File: config.mk
export PLATFORM = sky130hd
export DESIGN_NAME = hv_ctl_regfile
export DESIGN_NICKNAME = d
export VERILOG_FILES = /design/src/rtl/hv_ctl_pkg.sv /design/src/rtl/hv_addr_decode.sv /design/src/rtl/hv_masked_reg.sv /design/src/rtl/hv_queue_ptrs.sv /design/src/rtl/hv_ctl_regfile.sv
export SDC_FILE = /design/constraint.sdc
export NUM_CORES = 1
export LEC_CHECK = 0
export ABC_AREA = 0
export BUFFER_PORTS_ARGS = -buffer_cell sky130_fd_sc_hd__buf_4
export CAP_MARGIN = 20
export CORE_ASPECT_RATIO = 0.8
export CORE_MARGIN = 2
export CORE_UTILIZATION = 56
export DETAILED_ROUTE_END_ITERATION = 6
export HOLD_SLACK_MARGIN = 0.08
export PLACE_DENSITY = 0.85
export SYNTH_ARGS = -nofsm -noshare
export SYNTH_HDL_FRONTEND = slang
export SYNTH_SLANG_ARGS = --single-unit
File: constraint.sdc
create_clock -name clk_i -period 1.2 [get_ports clk_i]
set_input_delay 0.24 -clock clk_i [delete_from_list [all_inputs] [get_ports clk_i]]
set_output_delay 0.24 -clock clk_i [all_outputs]
set_load 0.01 [all_outputs]
File: src/rtl/hv_ctl_pkg.sv
package hv_ctl_pkg;
  localparam int ADDR_W = 4;
  localparam int NQ_PTR = 8;
  localparam int QIDX_W = $clog2(NQ_PTR);

  typedef enum logic [2:0] {
    SEL_NONE,
    SEL_TBA,
    SEL_HPS,
    SEL_HTS,
    SEL_STS,
    SEL_VER,
    SEL_QUE
  } sel_e;

  typedef struct packed {
    sel_e              sel;
    logic [QIDX_W-1:0] qidx;
    logic              legal;
  } dec_t;
endpackage

File: src/rtl/hv_addr_decode.sv
module hv_addr_decode
  import hv_ctl_pkg::*;
(
  input  logic [ADDR_W-1:0] addr_i,
  output dec_t              dec_o
);
  always_comb begin
    dec_o.sel   = SEL_NONE;
    dec_o.qidx  = addr_i[QIDX_W-1:0];
    dec_o.legal = 1'b1;
    if (addr_i[ADDR_W-1]) begin
      dec_o.sel = SEL_QUE;
    end else begin
      unique case (addr_i[ADDR_W-2:0])
        3'd0:    dec_o.sel = SEL_TBA;
        3'd1:    dec_o.sel = SEL_HPS;
        3'd2:    dec_o.sel = SEL_HTS;
        3'd3:    dec_o.sel = SEL_STS;
        3'd4:    dec_o.sel = SEL_VER;
        default: begin
          dec_o.sel   = SEL_NONE;
          dec_o.legal = 1'b0;
        end
      endcase
    end
  end
endmodule

File: src/rtl/hv_masked_reg.sv
module hv_masked_reg #(
  parameter int                DATA_W   = 64,
  parameter logic [DATA_W-1:0] CLR_MASK = '0,
  parameter logic [DATA_W-1:0] SET_MASK = '0,
  parameter logic [DATA_W-1:0] RST_VAL  = '0
) (
  input  logic              clk_i,
  input  logic              rst_ni,
  input  logic              we_i,
  input  logic [DATA_W-1:0] d_i,
  output logic [DATA_W-1:0] q_o
);
  always_ff @(posedge clk_i or negedge rst_ni) begin
    if (!rst_ni)   q_o <= RST_VAL;
    else if (we_i) q_o <= (d_i & ~CLR_MASK) | SET_MASK;
  end


  hold_without_write_chk: assert property (@(posedge clk_i) disable iff (!rst_ni)
    !we_i |=> $stable(q_o));
endmodule

File: src/rtl/hv_queue_ptrs.sv
module hv_queue_ptrs
  import hv_ctl_pkg::*;
#(
  parameter int DATA_W = 64
) (
  input  logic                           clk_i,
  input  logic                           rst_ni,
  input  logic                           we_i,
  input  logic [QIDX_W-1:0]              idx_i,
  input  logic [DATA_W-1:0]              d_i,
  output logic [NQ_PTR-1:0][DATA_W-1:0]  q_o,
  output logic                           recheck_o
);
  for (genvar g = 0; g < NQ_PTR; g++) begin : g_ptr
    always_ff @(posedge clk_i or negedge rst_ni) begin
      if (!rst_ni)                              q_o[g] <= '0;
      else if (we_i && idx_i == QIDX_W'(g))     q_o[g] <= d_i;
    end
  end

  always_ff @(posedge clk_i or negedge rst_ni) begin
    if (!rst_ni) recheck_o <= 1'b0;
    else         recheck_o <= we_i;
  end


  recheck_after_write_chk: assert property (@(posedge clk_i) disable iff (!rst_ni)
    we_i |=> recheck_o);

  recheck_only_write_chk: assert property (@(posedge clk_i) disable iff (!rst_ni)
    recheck_o |-> $past(we_i));
endmodule

File: src/rtl/hv_ctl_regfile.sv
module hv_ctl_regfile
  import hv_ctl_pkg::*;
#(
  parameter int DATA_W      = 64,
  parameter int TBA_ZERO_W  = 15,
  parameter int HPS_FIX_BIT = 11,
  parameter int NWIN        = 8,
  parameter int MAX_TL      = 6,
  parameter int MAX_GL      = 3
) (
  input  logic              clk_i,
  input  logic              rst_ni,
  input  logic              req_i,
  input  logic              we_i,
  input  logic [3:0]        addr_i,
  input  logic [DATA_W-1:0] wdata_i,
  output logic [DATA_W-1:0] rdata_o,
  output logic              err_o,
  output logic              recheck_o
);
  localparam logic [DATA_W-1:0] TBA_CLR = ~({DATA_W{1'b1}} << TBA_ZERO_W);
  localparam logic [DATA_W-1:0] HPS_SET = {{(DATA_W-1){1'b0}}, 1'b1} << HPS_FIX_BIT;
  localparam logic [7:0]        NWIN8   = 8'(NWIN);
  localparam logic [7:0]        TL8     = 8'(MAX_TL);
  localparam logic [7:0]        GL8     = 8'(MAX_GL);
  localparam logic [DATA_W-1:0] VER_VAL = DATA_W'({GL8, TL8, NWIN8});

  dec_t dec;
  logic wr_ok, rd_req, err_d;
  logic [DATA_W-1:0] tba_q, hps_q, hts_q, sts_q, rd_mux;
  logic [NQ_PTR-1:0][DATA_W-1:0] qptr_q;

  hv_addr_decode u_dec (.addr_i(addr_i), .dec_o(dec));

  assign wr_ok  = req_i && we_i && dec.legal && dec.sel != SEL_VER;
  assign rd_req = req_i && !we_i;
  assign err_d  = req_i && (!dec.legal || (we_i && dec.sel == SEL_VER));

  hv_masked_reg #(.DATA_W(DATA_W), .CLR_MASK(TBA_CLR)) u_tba (
    .clk_i(clk_i), .rst_ni(rst_ni), .we_i(wr_ok && dec.sel == SEL_TBA),
    .d_i(wdata_i), .q_o(tba_q));

  hv_masked_reg #(.DATA_W(DATA_W), .SET_MASK(HPS_SET), .RST_VAL(HPS_SET)) u_hps (
    .clk_i(clk_i), .rst_ni(rst_ni), .we_i(wr_ok && dec.sel == SEL_HPS),
    .d_i(wdata_i), .q_o(hps_q));

  hv_masked_reg #(.DATA_W(DATA_W)) u_hts (
    .clk_i(clk_i), .rst_ni(rst_ni), .we_i(wr_ok && dec.sel == SEL_HTS),
    .d_i(wdata_i), .q_o(hts_q));

  hv_masked_reg #(.DATA_W(DATA_W)) u_sts (
    .clk_i(clk_i), .rst_ni(rst_ni), .we_i(wr_ok && dec.sel == SEL_STS),
    .d_i(wdata_i), .q_o(sts_q));

  hv_queue_ptrs #(.DATA_W(DATA_W)) u_que (
    .clk_i(clk_i), .rst_ni(rst_ni), .we_i(wr_ok && dec.sel == SEL_QUE),
    .idx_i(dec.qidx), .d_i(wdata_i), .q_o(qptr_q), .recheck_o(recheck_o));

  always_comb begin
    unique case (dec.sel)
      SEL_TBA: rd_mux = tba_q & ~TBA_CLR;
      SEL_HPS: rd_mux = hps_q;
      SEL_HTS: rd_mux = hts_q;
      SEL_STS: rd_mux = sts_q;
      SEL_VER: rd_mux = VER_VAL;
      SEL_QUE: rd_mux = qptr_q[dec.qidx];
      default: rd_mux = '0;
    endcase
  end

  always_ff @(posedge clk_i or negedge rst_ni) begin
    if (!rst_ni) begin
      rdata_o <= '0;
      err_o   <= 1'b0;
    end else begin
      err_o <= err_d;
      if (rd_req) rdata_o <= rd_mux;
    end
  end


  tba_low_zero_chk: assert property (@(posedge clk_i) disable iff (!rst_ni)
    (rd_req && addr_i == 4'd0) |=> (rdata_o[TBA_ZERO_W-1:0] == '0));

  hps_bit_set_chk: assert property (@(posedge clk_i) disable iff (!rst_ni)
    (rd_req && addr_i == 4'd1) |=> rdata_o[HPS_FIX_BIT]);

  version_value_chk: assert property (@(posedge clk_i) disable iff (!rst_ni)
    (rd_req && addr_i == 4'd4) |=> (rdata_o == VER_VAL));

  version_write_err_chk: assert property (@(posedge clk_i) disable iff (!rst_ni)
    (req_i && we_i && addr_i == 4'd4) |=> (err_o && !recheck_o));

  undef_err_chk: assert property (@(posedge clk_i) disable iff (!rst_ni)
    (req_i && addr_i inside {4'd5, 4'd6, 4'd7}) |=> err_o);

  rdata_hold_chk: assert property (@(posedge clk_i) disable iff (!rst_ni)
    !rd_req |=> $stable(rdata_o));
endmodule

==> metrics.md <==
| Metric | Value |
|---|---|
| Clock Sinks | 818 |
| Min cycle time layout | 1480 ps |
| Max IR drop VDD | about 1.2 mV |
| Post-synth EDFFs | 0 |
| Arr. time, crit path | around 2000 ps |
| Antenna violations before repair | 3 |
| Fin crit share | 1.23 |
| Root buffer cell | clkbuf_16 |
| Critical path class | reg -> reg |
| Tightest Pin Transition | roughly 450 ps |
| Endpoints failing hold | 0 |
| DR vias/cell | 6.36 |
| Status | finished, violations left |
| Avg Cell Area, Syn | roughly 15 um2 |
| Synth area leaders | dfrtp_1, mux2_2, mux4_2 |
| Core area | between 60000 and 70000 um2 |
| Max Clk Rate | roughly 0.68 GHz |
| Final setup vio count | ~110 |
| Hold slack | 105 ps |
| Antenna Nets Post-Route | 0 |
| Worst-path maximum fanout | 2 |
| Largest net degree at the start of global routing | between 60 and 70 |
| Clk pin slew, worst setup/hold paths | approximately 60 ps |
| Area leader, netlist | dfrtp_1 |
| Share of cells above drive strength 1 | 0.561 |
| Final WL | roughly 100 mm |
| # fillers | between 3k and 4k |
| Die footprint | ~67000 um2 |
| Setup crit start kind | flop |
| TritonCTS clock tree | done |
| DIE WIDTH | slightly below 300 um |
| Initial DRC Count | about 2k |
| Clock Skew | ~22 ps |
| First-pass GRT wire length | around 150 mm |
| Clock Tree Buf Depth | 3 |
| Seq/Total Area, Yosys | 0.565 |
| GPL Wtd Cong | around 0.84 |
| R2R depth | 4 |
| Vias in the first global route | around 25k |
| Cell leakage power | roughly 21 nW |
| Yosys cell types | 45 |
| Post-route setup slack | -276 ps |
| Worst hold path class | in -> async |
| Total gr overflow | 0 |
| Post-Syn Instances | between 2k and 2.5k |
| Crit. End Element | flop |
| Final Cell Area | between 40000 and 50000 um2 |
| Top-area cell type share of the netlist area | 0.565 |
| Reg2Reg Capture Point | rdata_o[10] |
| Yosys warnings | 0 |
| Worst r2r src | u_que.q_o[330] |
| Most frequent cells in the layout | dfrtp_1, mux2_2, mux2_4, buf_4, mux4_2 |
| Ys flop type | dfrtp_1 |
| Via count | 23.3k |
| Die span in y | around 230 um |
| Detail Placement HPWL | 59.4 mm |
| Post-synthesis register bit count | roughly 820 |
| P&R area growth vs syn | 26.2% |
| Async SR Flop Fraction | 1.00 |
| Final nets | roughly 2.8k |
| Num CTS Buffers | 79 |
| Port bufs | 137 |
| First drt pass iteration count | 7 |
| Placed cell area | around 40000 um2 |
| Placement Rows | 83 |
| Wire per inst | about 27 um |
| GR Util All Layers | 0.299 |
| Residual DRC | 0 |
| Synthesized Nets | about 2.5k |
| Commonest non-fill, non-tap cell in the layout | dfrtp_1 |
| PD cells | 1690 nW/um2 |
| Worst reg2reg setup slack | -280 ps |
| Synthesized area | about 36000 um2 |
| Num ports | around 140 |
| Critical Path RT | between 1500 and 2000 ps |
| Failing checks | negative setup slack |
| Initial core utilization | 0.566 |
| Clk Latency, worst-skew pair | approximately 630 ps |
| Total Power | between 70 and 80 mW |
| Pre-CTS setup slack | -652 ps |
| Max-Cap Viols | 0 |
| RSZ-0062 raised after global routing | true |
| Relative slew slack | 0.697 |
| CTS H-tree lvls | 3 |
| Final Max Slew Viols | 0 |
Yosys cell counts (31+ instances only):
cell type    n
dfrtp_1    818
mux2_2     774
clkbuf_1   103
mux4_2     103
a22oi_1     84
buf_2       77
mux2_1      71
mux2i_1     67
nor2_1      49
o21ai_0     48
o221ai_1    44
nand2_1     31
metal layers:
layer,track usage,wire [um],up-vias
met5,0,14,-
li1,-,-,9562
met1,0.397,39800,12500
met4,0.114,3210,2
met2,0.492,49500,1002
met3,0.0541,6260,250
state kept, by name, summed over array words and instances, names as in the netlist:
name             flops
u_que.q_o          512
u_hts.q_o           64
rdata_o             64
u_que.recheck_o      1
u_sts.q_o           64
u_tba.q_o           49
err_o                1
u_hps.q_o           63
stage by stage:
stage / setup TNS [ps] / util / cells
6_report: -16580 / 0.714 / 3665
5_1_grt: -20220 / 0.714 / 3664
4_1_cts: -17560 / 0.707 / 3619
3_5_place_dp: -412350 / 0.642 / 3371
3_3_place_gp: -393200 / 0.642 / 3371
2_1_floorplan: -260310 / - / 2397
how the worst max path moves through the flow:
stage | startpoint | end | slack, ps | cells past startpoint
floorplan | addr_i[3] | u_sts.q_o[10] | -430 | 4
global placement | we_i | rdata_o[50] | -610 | 7
detailed placement | addr_i[1] | rdata_o[59] | -650 | 8
CTS | rdata_o[23] | rdata_o[23] | -290 | 1
global route | rdata_o[42] | rdata_o[42] | -290 | 1
finish | u_que.q_o[330] | rdata_o[10] | -280 | 4
worst max-delay path: stages (launching register included):
cell and delay, ps:
dfrtp_1 410, mux4_2 520, nand2_2 90, nand3_2 90, a32o_1 250
what timing repair did:
item / in CTS / in global routing
gates resized for setup: 123 / 30
endpoints found under the hold margin: 1571 / 1
endpoints found under the setup margin: 114 / 122
setup buffers: 41 / 42
gates cloned: 0 / 0
pin swaps: 14 / 6
hold buffers: 66 / 1
power by group:
group	internal (mW)	switching, mW	leakage [nW]
clock	15.5	10.7	1.35
sequential	32.9	3.43	10.5
combinational	9.33	5.39	9.10
total	57.8	19.5	20.9
area by class of cell:
class | count | area (um2) | area share
Timing Repair Buffer | 495 | 5300 | 0.116
Antenna cell | 3 | 7.51 | 0.000164
Inverter | 4 | 15.0 | 0.000328
Clock inverter | 24 | 372 | 0.00812
Clock buffer | 117 | 2350 | 0.0515
Sequential cell | 818 | 20500 | 0.448
Tap cell | 850 | 1060 | 0.0232
Multi-Input combinational cell | 1354 | 16200 | 0.353
logic make-up after synthesis:
group / count (synthesis) / synth area share
mux: 1015 / 0.345
flops: 818 / 0.565
buf+inv: 225 / 0.0300
compound gates: 223 / 0.0440
simple gates: 116 / 0.0163
(Power assumes the default switching activity.)
